$ cat src/rtl/fd_pkg.sv
`timescale 1ns/1ps
package fd_pkg;
  localparam int FD_FW    = 12;
  localparam int FD_WW    = 32;
  localparam int MODE_W   = 2;
  // bit positions decoded by software
  localparam int GATE_BIT = 31;
  localparam int MODE_LSB = 28;
  localparam int LO_LSB   = 0;
  localparam int HI_LSB   = 12;

  typedef struct packed {
    logic [FD_FW-1:0] n0;
    logic [FD_FW-1:0] n1;
    logic [FD_FW-1:0] m0;
    logic [FD_FW-1:0] m1;
    logic             dual;
  } fd_cfg_t;

  function automatic fd_cfg_t fd_decode(input logic [FD_WW-1:0] wdiv,
                                        input logic [FD_WW-1:0] wrep);
    fd_cfg_t c;
    c.n0   = wdiv[LO_LSB +: FD_FW];
    c.n1   = wdiv[HI_LSB +: FD_FW];
    c.m0   = wrep[LO_LSB +: FD_FW];
    c.m1   = wrep[HI_LSB +: FD_FW];
    c.dual = |wdiv[MODE_LSB +: MODE_W];
    return c;
  endfunction

  function automatic logic [FD_FW-1:0] fd_ratio(input fd_cfg_t c, input logic ph);
    return ph ? c.n1 : c.n0;
  endfunction

  function automatic logic [FD_FW-1:0] fd_reps(input fd_cfg_t c, input logic ph);
    return ph ? c.m1 : c.m0;
  endfunction
endpackage

$ cat src/rtl/fd_cfg_hold.sv
`timescale 1ns/1ps
module fd_cfg_hold
  import fd_pkg::*;
(
  input  logic    clk,
  input  logic    rst_n,
  input  logic    window,
  input  logic    run,
  input  fd_cfg_t live,
  output fd_cfg_t held,
  output fd_cfg_t eff
);
  always_ff @(posedge clk) begin
    if (!rst_n)              held <= '0;
    else if (window && run)  held <= live;
  end

  always_comb eff = window ? live : held;
endmodule

$ cat src/rtl/fd_period_ctr.sv
`timescale 1ns/1ps
module fd_period_ctr #(
  parameter int FW = 12
) (
  input  logic          clk,
  input  logic          rst_n,
  input  logic          run,
  input  logic [FW-1:0] limit,
  output logic [FW-1:0] count,
  output logic          at_zero,
  output logic          period_end
);
  always_comb begin
    at_zero    = (count == '0);
    period_end = run && (count == limit);
  end

  always_ff @(posedge clk) begin
    if (!rst_n)          count <= '0;
    else if (period_end) count <= '0;
    else if (run)        count <= count + 1'b1;
  end
endmodule

$ cat src/rtl/fd_phase_seq.sv
`timescale 1ns/1ps
module fd_phase_seq #(
  parameter int FW = 12
) (
  input  logic          clk,
  input  logic          rst_n,
  input  logic          step,
  input  logic          dual,
  input  logic [FW-1:0] rep_lim,
  output logic [FW-1:0] rep_cnt,
  output logic          phase,
  output logic          at_start,
  output logic          seq_end
);
  logic rep_last;

  always_comb begin
    rep_last = (rep_cnt == rep_lim);
    at_start = !phase && (rep_cnt == '0);
    seq_end  = step && rep_last && (phase || !dual);
  end

  always_ff @(posedge clk) begin
    if (!rst_n) begin
      rep_cnt <= '0;
      phase   <= 1'b0;
    end else if (step) begin
      if (rep_last) begin
        rep_cnt <= '0;
        phase   <= dual ? ~phase : 1'b0;
      end else begin
        rep_cnt <= rep_cnt + 1'b1;
      end
    end
  end
endmodule

$ cat src/rtl/fd_frac_divider.sv
`timescale 1ns/1ps
module fd_frac_divider
  import fd_pkg::*;
#(
  parameter int WW = FD_WW
) (
  input  logic          clk,
  input  logic          rst_n,
  input  logic [WW-1:0] cfg_div,
  input  logic [WW-1:0] cfg_rep,
  input  logic          ext_tick,
  input  logic          use_ext,
  output logic          div_tick,
  output logic          tick_out
);
  localparam int FW = FD_FW;

  // named internal events, used by the bound checker
  logic          gate_on;
  logic          at_sos;
  logic          ctr_zero;
  logic          seq_start;
  logic          seq_end;
  logic          phase;
  logic [FW-1:0] cyc_cnt;
  logic [FW-1:0] rep_cnt;
  logic [FW-1:0] cur_limit;
  logic [FW-1:0] cur_reps;
  fd_cfg_t       live_cfg;
  fd_cfg_t       held_cfg;
  fd_cfg_t       eff_cfg;

  always_comb begin
    gate_on   = cfg_div[GATE_BIT];
    live_cfg  = fd_decode(cfg_div, cfg_rep);
    at_sos    = ctr_zero && seq_start;
    cur_limit = fd_ratio(eff_cfg, phase);
    cur_reps  = fd_reps(eff_cfg, phase);
  end

  fd_cfg_hold u_hold (
    .clk    (clk),
    .rst_n  (rst_n),
    .window (at_sos),
    .run    (gate_on),
    .live   (live_cfg),
    .held   (held_cfg),
    .eff    (eff_cfg)
  );

  fd_period_ctr #(.FW(FW)) u_ctr (
    .clk        (clk),
    .rst_n      (rst_n),
    .run        (gate_on),
    .limit      (cur_limit),
    .count      (cyc_cnt),
    .at_zero    (ctr_zero),
    .period_end (div_tick)
  );

  fd_phase_seq #(.FW(FW)) u_seq (
    .clk      (clk),
    .rst_n    (rst_n),
    .step     (div_tick),
    .dual     (eff_cfg.dual),
    .rep_lim  (cur_reps),
    .rep_cnt  (rep_cnt),
    .phase    (phase),
    .at_start (seq_start),
    .seq_end  (seq_end)
  );

  always_comb tick_out = use_ext ? ext_tick : div_tick;
endmodule

$ cat config.mk
export PLATFORM = sky130hd
export DESIGN_NAME = fd_frac_divider
export DESIGN_NICKNAME = d
export VERILOG_FILES = /design/src/rtl/fd_pkg.sv /design/src/rtl/fd_cfg_hold.sv /design/src/rtl/fd_period_ctr.sv /design/src/rtl/fd_phase_seq.sv /design/src/rtl/fd_frac_divider.sv
export SDC_FILE = /design/constraint.sdc
export NUM_CORES = 1
export LEC_CHECK = 0
export BUFFER_PORTS_ARGS = -buffer_cell sky130_fd_sc_hd__buf_2
export CORE_MARGIN = 2
export CORE_UTILIZATION = 52
export CTS_CLUSTER_SIZE = 14
export DETAILED_ROUTE_END_ITERATION = 6
export PLACE_DENSITY = 0.76
export SYNTH_ARGS = -nofsm -noshare
export SYNTH_HDL_FRONTEND = slang
export SYNTH_HIERARCHICAL = 1
export SYNTH_SLANG_ARGS = --single-unit
$ cat constraint.sdc
create_clock -name clk -period 3.6 [get_ports clk]
set_input_delay 0.72 -clock clk [delete_from_list [all_inputs] [get_ports clk]]
set_output_delay 0.72 -clock clk [all_outputs]
set_load 0.005 [all_outputs]
==> results, run 1 <==
- In the routed layout, each cell is associated on average with a via count of 5.736.
- The met2 track utilization from global routing is 0.4076.
- The first detailed-routing pass took 5 iterations.
- The final count of pins violating max slew came to 0.
- The met3 layer usage reported by global route is 0.04892.
- The number of inserted diodes is 0.
- STA classifies the critical path startpoint as a register.
- The largest buffer count on any clock path is 2.
- The overall overflow remaining after global route is 0.
- The standard cell core area is 8551 sq um.
- The max-slew headroom at the worst pin is 0.5779.
- The global-route wire length before repair is around 18,000 um.
- In the finished design, the share of the clock period the worst path needs comes to 1.153.
- The library cell contributing the largest single delay on the critical path is sky130_fd_sc_hd__dfxtp_4.
- Along the worst path, the maximum fanout reaches 11.
- The final wirelength is roughly 11,000 um.
- The clock buffer count from CTS is 9.
- The maximum ir drop on the vdd rail is ~0.00021 V.
- In this run the core area contains 34 standard-cell rows.
- The final hold violation count is 0.
- The data arrival time of the worst path is approximately 3.4 ns.
- The met1 track demand over resource in global routing is 0.2687.
- The die footprint is 9450 sq um.
- Timing analysis after detailed placement gives a worst setup slack of -0.3540 ns.
- The number of global-route vias before repair is around 3,800.
- The mean instance size in the synthesized netlist is ~9.5 sq um.
- The routed layout has 3,780 vias.
- The worst stage delay on the critical path is ~0.35 ns.
- The number of DRC markers in iteration 0 is ~180.
- The share of final-layout standard cells stronger than drive strength 1 is 0.4247.
- Setup repair after global routing could not meet its margin everywhere.
- The fmax is 241.0 MHz.
- The layout filler cell count is roughly 670.
- Together, buffers and inverters on the worst path number 4.
- After clock tree synthesis, the clock-pin slew on the worst setup and hold paths is approximately 0.07 ns.
- From synthesis to final layout, the design area changed by 19.27%.
- Dividing the detail-routed wire length by the instance count gives around 16 um.
- The final layout contains just over 600 nets.
- The number of synthesis warnings is 6.
- The routability congestion estimate is 0.8395.
- TritonCTS built the clock tree.
- Measured along the x axis, the die boundary spans 97.21 um.
- The number of DRC violations after detailed routing is 0.
- The post-DP HPWL is 7012 um.
- The endpoint kind of the worst setup timing path is an output port.
- The leakage power figure is around 2.1 nW.
- The multi-input combinational cells in the finished layout cover a total of between 2000 and 3000 sq um.
- The gate count of the mapped netlist is 476.
- The busiest layer in global routing is met2.
- For this design the ratio of total power to cell area is just over 400 nW/um^2.
- Measured along the y axis, the die boundary spans between 90 and 100 um.
- The initial antenna violation count is 0.
- The cell type group with the largest total delay on the critical path is simple AND/OR/NAND/NOR gates.
- The number of nets in the synthesized netlist is 548.
- For this run, the total global-route usage over all layers was measured as 0.2257.
- The area after detailed placement is roughly 5000 sq um.
- On the final layout, the worst clock skew is ~0.012 ns.
- The clock latency on the worst-skew pair is between 0.3 and 0.4 ns.
- The tree built by TritonCTS fans out to 74 sinks.
- Hold timing on the final database bottoms out at a slack of 0.4624 ns.
- The final design area excluding fillers is ~5400 sq um.
- Walking the worst path, the cells encountered are inv_2 -> ha_1 -> nor4b_4 -> nand2_1 -> nor4_2 -> and2_4 -> buf_12 -> mux2_2 -> mux2_4 -> xnor2_2 -> nand4_1 -> nor4_4 -> buf_6 -> mux2_2 -> buf_2.
- The most numerous cell on the critical path is sky130_fd_sc_hd__mux2_2.
- Max-cap violations in this run came to 0.
- The worst min-delay path category is reg -> reg.
- The run finished, with violations left.
- Setup violations remaining at the end of the flow were counted as 15.
- The maximum level of the CTS H-tree is 3.
- The slew at the pin closest to its max-slew limit is 0.6332 ns.
- The endpoint required time on the critical path is approximately 2.9 ns.
- During placement, the flow inserted port buffers numbering between 50 and 60.
- The clock root buffer is sky130_fd_sc_hd__clkbuf_8.
- The maximum number of pins on one net before global-route repair is 56.
- Counting I/O delays and the setup requirement, the final critical path takes slightly above 4 ns.
- Setup slack on the critical path of the routed design comes to -0.5492 ns.
- The initial standard-cell utilization of the core is 0.5284.
- In the final timing run, aggregate negative setup slack is -3.889 ns.
- The number of I/O pins is 70.
- The worst setup path is of the reg -> out kind.
- The number of nets still failing antenna checks after routing is 0.
- The checks that failed: setup timing.
- Registers take 1485 sq um.
- The post-synthesis cell area is approximately 4500 sq um.
## tightest hold or removal path: cells and delay by family, from the launching register on
family,cells,cell delay (ns)
compound gates,1,0.06
flops,1,0.32
simple gates,1,0.05
## cell type report
cell class,count,area share
flip-flops and latches,74,0.2756
inverters,5,0.003483
clock buffers,9,0.02299
clock inverters,7,0.02159
multi-input cells,354,0.5252
repair buffers,102,0.1261
well taps,108,0.02508
## routing by layer
| metal | wire length (um) | vias to the layer above | part of all wire |
|---|---|---|---|
| met5 | 0 | - | 0 |
| met4 | 151 | 0 | 0.014 |
| met3 | 464 | 15 | 0.044 |
| met2 | 5521 | 90 | 0.52 |
| met1 | 4395 | 1816 | 0.42 |
| li1 | - | 1859 | - |
## registers in the layout, indices dropped and copies added (netlist names)
| register | count |
|---|---|
| u_seq/phase | 1 |
| u_hold/held | 49 |
| u_ctr/count | 12 |
| u_seq/rep_cnt | 12 |
## path summary, 6_finish.rpt
check	from	endpoint	slack (ns)	cells past startpoint
max	u_ctr/count[0]	tick_out	-0.55	15
min	u_hold/held[48]	u_hold/held[48]	0.46	2
max reg2reg	u_ctr/count[0]	u_seq/rep_cnt[11]	-0.31	18
min reg2reg	u_hold/held[48]	u_hold/held[48]	0.46	2
## cell usage in the layout, fill, tap and decap left out, types with 3 or more instances in the layout
cell and instances:
sky130_fd_sc_hd__and3_1 3, sky130_fd_sc_hd__xnor2_2 7, sky130_fd_sc_hd__inv_1 4, sky130_fd_sc_hd__buf_4 42
sky130_fd_sc_hd__ha_1 4, sky130_fd_sc_hd__nor3b_1 3, sky130_fd_sc_hd__bufinv_16 3, sky130_fd_sc_hd__buf_2 56
sky130_fd_sc_hd__o21ai_2 10, sky130_fd_sc_hd__clkbuf_8 9, sky130_fd_sc_hd__mux2_4 24, sky130_fd_sc_hd__dfxtp_1 73
sky130_fd_sc_hd__xor2_1 14, sky130_fd_sc_hd__mux2_2 50, sky130_fd_sc_hd__nor2_1 12, sky130_fd_sc_hd__mux2i_1 3
sky130_fd_sc_hd__nor3b_2 9, sky130_fd_sc_hd__xnor2_1 24, sky130_fd_sc_hd__nor4_1 3, sky130_fd_sc_hd__nand4_1 59
sky130_fd_sc_hd__nand2_1 61, sky130_fd_sc_hd__o21ai_0 40, sky130_fd_sc_hd__nand3_1 7
## stage by stage
step / cells / util / power (mW)
after floorplan: 476 / - / 1.310
after global placement: 639 / 0.5868 / 1.399
after detailed placement: 639 / 0.5868 / 1.417
after CTS: 658 / 0.6275 / 2.221
after global routing: 659 / 0.6302 / 2.317
final: 659 / 0.6302 / 2.218
## report_power, final
group / leakage, nW / switching [mW] / total, mW / internal, mW
registers: 0.605 / 0.0237 / 0.891 / 0.867
clock network: 0.116 / 0.322 / 0.782 / 0.459
logic: 1.41 / 0.251 / 0.546 / 0.295
total: 2.13 / 0.597 / 2.22 / 1.62
## timing repair
| action | CTS | global route |
|---|---|---|
| endpoints found under the setup margin | 15 | 15 |
| cloned | 1 | 0 |
| setup buffers | 2 | 1 |
| pin swaps | 2 | 1 |
| endpoints found under the hold margin | 0 | 0 |
| resized for setup | 9 | 3 |
| hold buffers | 0 | 0 |
Note: power is estimated with default switching activity, not from simulation.
==> run 2: changes to the inputs <==
--- a/config.mk
+++ b/config.mk
@@ -5,6 +5,7 @@
 export SDC_FILE = /design/constraint.sdc
 export NUM_CORES = 1
 export LEC_CHECK = 0
+export ABC_AREA = 1
 export BUFFER_PORTS_ARGS = -buffer_cell sky130_fd_sc_hd__buf_2
 export CORE_MARGIN = 2
 export CORE_UTILIZATION = 52
==> constraint.sdc (replaced) <==
create_clock -name clk -period 3.6 [get_ports clk]
set_input_delay 0.72 -clock clk [delete_from_list [all_inputs] [get_ports clk]]
set_output_delay 0.72 -clock clk [all_outputs]
set_load 0.1 [all_outputs]
==> run 2 against run 1 <==
Against the previous run: the flow still finishes with violations (setup timing); via count increased by 38%; global-route usage increased by 3.6 points; setup slack improved by 0.45 ns; cell area increased by 8.8%; wire length increased by 27%; maximum frequency increased by 12%; count of clock-buffer cells in the layout increased by 1; critical path depth increased by 5.
==> results, run 2 <==
- The clock root buffer is sky130_fd_sc_hd__clkbuf_8.
- The type of the setup path with the least slack is reg -> out.
- The largest individual stage delay along the critical path comes from the cell sky130_fd_sc_hd__dfxtp_2.
- The count of buffers added on input and output ports is 56.
- The CTS tree is yes.
- Global routing finished with a remaining overflow of 0.
- Counting every instance in the synthesized netlist gives between 800 and 900.
- For this configuration, the core starts out at a cell density of 0.5408.
- The die footprint is 9894 sq um.
- After layout, the design draws a total of 2.544 mW.
- Fill cells in the final layout number around 780.
- Across the VDD grid, the largest voltage drop is roughly 0.00025 V.
- The post-synthesis cell area is 4740 sq um.
- Once layout is complete, the utilization of the core stands at 0.6689.
- The area growth from synthesis to layout is 23.68%.
- The standard cell core area is between 8000 and 9000 sq um.
- The most numerous cell type found on the critical path is sky130_fd_sc_hd__nand2_2.
- The largest single stage delay on the critical path is between 0.3 and 0.4 ns.
- The total global routing track utilization is 0.2616.
- The number of instances in the placed design is roughly 960.
- The flow ran to the end, but the final reports show violations.
- The slew at the pin closest to its max-slew limit is approximately 0.90 ns.
- In the layout the commonest cells are sky130_fd_sc_hd__nand2_1, sky130_fd_sc_hd__nor2_1, sky130_fd_sc_hd__inv_1.
- In this run the remaining antenna-violating nets after routing total 0.
- The worst slack on hold paths is roughly 0.49 ns.
- Summed over all cells, the static leakage comes to approximately 3.0 nW.
- The critical-path maximum fanout is 9.
- The die height is around 100 um.
- Setup violations remaining at the end of the flow were counted as 2.
- When the netlist entered floorplanning its net count stood at between 800 and 900.
- Across all setup checks in the final design, the least slack found is -0.1011 ns.
- The met2 track utilization from global routing is 0.4605.
- The clock latency on the worst-skew pair is approximately 0.35 ns.
- 0 antenna diodes ended up in the layout.
- The number of DRC markers in iteration 0 is 320.
- The final hold violation count came to 0.
- The busiest layer in global routing is met2.
- The H-tree generated during clock tree synthesis spans 3 levels.
- Of the cells placed in the final design, the portion with a size suffix greater than 1 is 0.2262.
- For met3 alone, demand over resource in global routing was 0.03303.
- After clock tree synthesis, the flow added hold-fix buffers numbering 0.
- The first detailed-routing pass ran for 5 iterations.
- The met1 track demand over resource in global routing is 0.3188.
- For the finished layout, the period the worst path requires is ~3.7 ns.
- Setup repair after global routing could not meet its margin everywhere.
- The largest registers in the layout are u_hold/held: 49 flops, u_ctr/count: 12 flops, u_seq/rep_cnt: 12 flops.
- For the worst setup path, the data required time is 2.88 ns.
- The finished layout holds 1,001 standard cells, fillers aside.
- The initial antenna violation count is 0.
- The tool flagged a number of max-cap violations equal to 0.
- In this run the critical register-to-register path is launched from u_ctr/count[0].
- The die outline width is between 90 and 100 um.
- Traced cell by cell, the critical path runs through inv_4 -> ha_4 -> nand3_4 -> nor3_4 -> nand2_2 -> clkinv_8 -> buf_12 -> nor2_1 -> a21oi_1 -> nand2_1 -> nand2_2 -> inv_2 -> nand2_2 -> nand2_2 -> nor3_2 -> nand3_2 -> nor2_4 -> nand2_4 -> nand2_8 -> buf_12.
- The final layout contains 960 nets.
- The worst hold path begins at u_hold/held[4].
- The global-route wire length before repair is ~21,000 um.
- For this design, the sink count on the clock tree is 74.
- The setup clock skew after layout is roughly 0.013 ns.
- At the placement stage, the worst setup path has a slack of between 0.15 and 0.2 ns.
- The routability congestion estimate is roughly 0.96.
- The wire length per cell after detailed routing is roughly 13 um.
- The post-detailed-route via-to-cell ratio is 5.230.
- During synthesis, Yosys emitted a total of 6 warnings.
- The final wirelength is about 13,000 um.
- The worst setup path is launched from a register.
- The register with the most flip-flops in the final layout is u_hold/held.
- The maximum number of pins on one net before global-route repair is 76.
- No sink is reached through more buffers than the 2 on the longest clock path.
- Dividing the final minimum period by the clock period gives 1.028.
- Each instance of the synthesized netlist takes up on average a little under 6 sq um.
- The number of core rows is 34.
- Headroom to the max-slew limit came out at 0.3972.
- The clock slew seen by the registers of the worst setup and hold paths is about 0.090 ns.
- The tightest min-delay check is of the reg -> reg type.
- The fmax is approximately 270 MHz.
- The most common cell after layout, fill and taps aside is sky130_fd_sc_hd__nand2_1.
- The number of I/O pins is 70.
- Across all layers, the routed design uses roughly 5,200 vias.
- The number of global-route vias before repair is about 4,800.
- The endpoint kind of the worst setup timing path is an output port.
- Clock tree synthesis inserted a total of 9 buffers.
- The critical path launch point is u_ctr/count[0].
- After detailed routing, the number of remaining DRC violations is 0.
- The power per unit of standard cell area is between 400 and 500 nW/um^2.
- The final reports fail on setup timing.
- The final count of pins violating max slew is 0.
- The data arrival time of the worst path is around 3.0 ns.
- The post-DP HPWL is 8021 um.
- The number of flip-flops in the largest register is 49.
run 2: cell count changes in the layout (fill, tap and decap cells not counted), sizes merged, moves of 51 or more:
cell	change
mux2	-74
nor2	+190
nand3	+58
nand2	+173
nand4	-51
inv	+102
run 2: routing by layer:
metal,part of all wire,vias up
met1,0.41,2369
met3,0.058,43
met5,0,-
met4,0.035,0
li1,-,2622
met2,0.50,201
run 2: final timing paths:
| check | to | slack [ns] | cells past startpoint |
|---|---|---|---|
| setup / recovery | tick_out | -0.10 | 20 |
| hold / removal | u_hold/held[4] | 0.49 | 2 |
| setup reg to reg | u_seq/rep_cnt[9] | 0.17 | 26 |
| hold reg to reg | u_hold/held[4] | 0.49 | 2 |
run 2: area by class of cell:
type	count	area, sq um	share of cell area
sequential	74	1500	0.2559
inverter	108	427.9	0.07300
multi-input combinational	597	2769	0.4724
clock inverter	6	112.6	0.01921
timing repair buffer	98	779.5	0.1330
clock buffer	10	137.6	0.02348
tap	108	135.1	0.02305
run 2: where the power goes:
part           internal, mW  switching, mW
clock network         0.482          0.328
logic                 0.336          0.480
registers             0.885         0.0334
run 2: stage by stage:
stage          setup TNS, ns  area [sq um]
3_5_place_dp               0          5087
3_3_place_gp               0          5087
5_1_grt              -0.4954          5862
4_1_cts                    0          5633
2_1_floorplan              0          4778
6_report             -0.1920          5862
run 2: worst max-delay path, delay by kind of cell (launching register included):
| kind | cells | cell delay [ns] |
|---|---|---|
| DFF | 1 | 0.34 |
| and+or+nand+nor | 13 | 1.44 |
| AOI/OAI and AO/OA | 1 | 0.15 |
| adders and majority gates | 1 | 0.14 |
| buffers and inverters | 5 | 0.54 |
run 2: repair_timing:
item                                    CTS  global route
gates resized for setup                  31            44
pin swaps                                16            20
cloned                                    4             3
endpoints found under the setup margin    2            14
setup buffers                            14             9
==> run 3: changes to the inputs <==
==> constraint.sdc (replaced) <==
create_clock -name clk -period 3.6 [get_ports clk]
set_input_delay 0.54 -clock clk [delete_from_list [all_inputs] [get_ports clk]]
set_output_delay 0.54 -clock clk [all_outputs]
set_load 0.1 [all_outputs]
==> run 3 against run 2 <==
Against the previous run: the run now ends clean; sequential share of layout area is 0.48 points higher; cell count decreased by 0.60%; maximum frequency increased by 4.8%; highest routed layer unchanged; hold slack worse by 0.029 ns; clock power decreased by 10%.
==> results, run 3 (synthesis results as in run 2) <==
- The sum of buffers and inverters on the critical path is 7.
- The die covers 9894 sq um.
- Signal routing reaches up to met4.
- The routed length on met3 is 839 um.
- On the critical path the largest part of the delay comes from simple AND/OR/NAND/NOR gates.
- The later pin in the worst-skew pair is clocked with a latency of around 0.35 ns.
- The instance count along the most critical hold path is 3.
- The number of cell instances on the worst register-to-register path is 25.
- The global-route wire length before repair is between 20,000 and 25,000 um.
- Dividing total power by cell area gives a power density of between 400 and 500 nW/um^2.
- In the global route stage, overall resource usage came out at 0.2479.
- The critical-path maximum fanout is 11.
- 0 antenna diodes ended up in the layout.
- The area after detailed placement is roughly 5000 sq um.
- The number of I/O pins is 70.
- The routability congestion estimate is slightly above 0.9.
- The critical path crosses 20 cells after its start point.
- At the worst endpoint, the required time is 3.06 ns.
- STA classifies the critical path startpoint as a register.
- In this run the static leakage power is ~3 nW.
- The standard cell core area is slightly below 9000 sq um.
- The library cell contributing the largest single delay on the critical path is sky130_fd_sc_hd__dfxtp_1.
- The total power of the final layout is approximately 2.5 mW.
- The detailed-route wire length on metal 1 is 5320 um.
- The die outline width is 99.47 um.
- The largest registers in the layout are u_hold/held: 49 flops, u_ctr/count: 12 flops, u_seq/rep_cnt: 12 flops.
- The final count of pins violating max slew was 0.
- Measured along the y axis, the die boundary spans roughly 99 um.
- The routed layout has around 5,100 vias.
- The area growth from synthesis to layout is 21.49%.
- The run finished with clean final reports.
- The minimum clock period after layout is between 3 and 4 ns.
- The longest clock path from root to sink contains 2 buffers.
- u_hold/held holds more flip-flops than any other register.
- The type of the setup path with the least slack is reg -> out.
- After clock tree synthesis, the clock-pin slew on the worst setup and hold paths is ~0.08 ns.
- The detailed-routed wire length on met2 is 6415 um.
- The post-detailed-route via-to-cell ratio is 5.160.
- The slew at the pin closest to its max-slew limit is 0.6152 ns.
- The critical path launch point is u_ctr/count[3].
- The maximum number of pins on one net before global-route repair is just under 60.
- The setup clock skew after layout is around 0.015 ns.
- The wire-length estimate of the detail-placed layout is 7991 um.
- The count of buffers added on input and output ports is between 50 and 60.
- The tree built by TritonCTS fans out to between 70 and 80 sinks.
- The routed design has 12,950 um of wire.
- The clock tree synthesis step divided the H-tree into 3 levels.
- Timing would allow up to approximately 280 MHz.
- The max-slew headroom at the worst pin is 0.5898.
- The worst register-to-register path begins at u_ctr/count[3].
- After the first detailed-routing iteration, the DRC count stood at approximately 270.
- The count of TritonRoute iterations in the first routing pass is 5.
- The start point of the worst hold path is cfg_div[9].
- The worst setup path is captured at an output port.
- The final hold violation count came to 0.
- In this run the worst hold path is classified as in -> reg.
- The maximum ir drop on the vdd rail is around 0.00023 V.
- The clock buffer count from CTS is 9.
- The number of nets still failing antenna checks after routing is 0.
- In this run the clock root is driven by a sky130_fd_sc_hd__clkbuf_8.
- The final design area excluding fillers is 5758 sq um.
- Dividing the final minimum period by the clock period gives 0.9806.
- After detailed routing, the number of remaining DRC violations is 0.
- The initial antenna violation count was 0.
- The most common cell after layout, fill and taps aside is sky130_fd_sc_hd__nand2_1.
- Setup violations remaining at the end of the flow were counted as 0.
- The cts-stage hold buffer count is 0.
- The overall overflow remaining after global route is 0.
- The number of global-route vias before repair came to between 4,000 and 5,000.
- The filler cells instantiated in the layout total 799.
- The final core utilization is 0.6571.
- The largest single stage delay on the critical path is 0.41 ns.
- STA puts the critical path data arrival time at between 2 and 3 ns.
- Row generation in the floorplan step produced 34 rows.
- On the final layout, the worst hold slack is roughly 0.46 ns.
- The max capacitance violation total is 0.
- The number of flip-flops in the largest register is 49.
- In the final layout, the share of cells above drive strength 1 is 0.1995.
- The initial standard-cell utilization of the core is 0.5408.
- For this run, the post-layout net count is roughly 950.
- The wire length per cell after detailed routing is approximately 13 um.
- The library cells used most frequently in the layout, excluding fill and tap cells, are sky130_fd_sc_hd__nand2_1, sky130_fd_sc_hd__nor2_1, sky130_fd_sc_hd__inv_1.
- Walking the worst path, the cells encountered are inv_2 -> nand4_1 -> nor3_4 -> nand2_2 -> clkinv_4 -> buf_4 -> buf_16 -> buf_4 -> a21oi_1 -> nand2_1 -> nand2_2 -> inv_1 -> nand2_1 -> nand2_1 -> nor2_1 -> nand3_1 -> nor2_4 -> nand2_2 -> nand2_4 -> buf_12.
- The CTS tree is yes.
==> run 3: timing repair <==
item	CTS	global route
resized for setup	1	57
gates cloned	3	4
setup buffers	3	18
endpoints found under the setup margin	2	14
pin swaps	5	23
==> run 3: layout make-up <==
cell class / count / area, sq um / area share
timing repair buffer: 92 / 759.5 / 0.1319
clock inverter: 7 / 93.84 / 0.01630
multi-input combinational: 597 / 2719 / 0.4722
tap: 108 / 135.1 / 0.02347
inverter: 108 / 425.4 / 0.07388
sequential: 74 / 1501 / 0.2608
clock buffer: 9 / 123.9 / 0.02151
==> run 3: metal layers <==
layer | global-route usage | vias up
li1 | - | 2602
met1 | 0.3046 | 2303
met2 | 0.4433 | 198
met3 | 0.03514 | 31
met4 | 0.08535 | 0
met5 | 0 | -
==> run 3: path summary, 6_finish.rpt <==
kind | to | slack, ns
worst max-delay path | tick_out | 0.07
worst min register to register | u_hold/held[19] | 0.49
worst min-delay path | u_hold/held[46] | 0.46
worst max register to register | u_seq/rep_cnt[10] | 0.24
==> run 3: power by group <==
part | internal, mW | switching [mW]
Clock | 0.389 | 0.338
Sequential | 0.883 | 0.0352
Combinational | 0.355 | 0.469
==> run 3: worst register-to-register path, delay by kind of cell, from the launching register on <==
family | cells | cell delay, ns
flops | 1 | 0.41
compound gates | 1 | 0.14
buf+inv | 7 | 0.86
simple gates | 17 | 1.81
==> run 3: per-stage QoR <==
stage / cells / TNS (ns) / setup WS, ns
after floorplan: 818 / 0 / 0.03073
after global routing: 995 / -0.2137 / -0.1162
after CTS: 973 / 0 / 0.03159
after global placement: 951 / 0 / 0.2167
final: 995 / 0 / 0.06984
after detailed placement: 951 / 0 / 0.1742
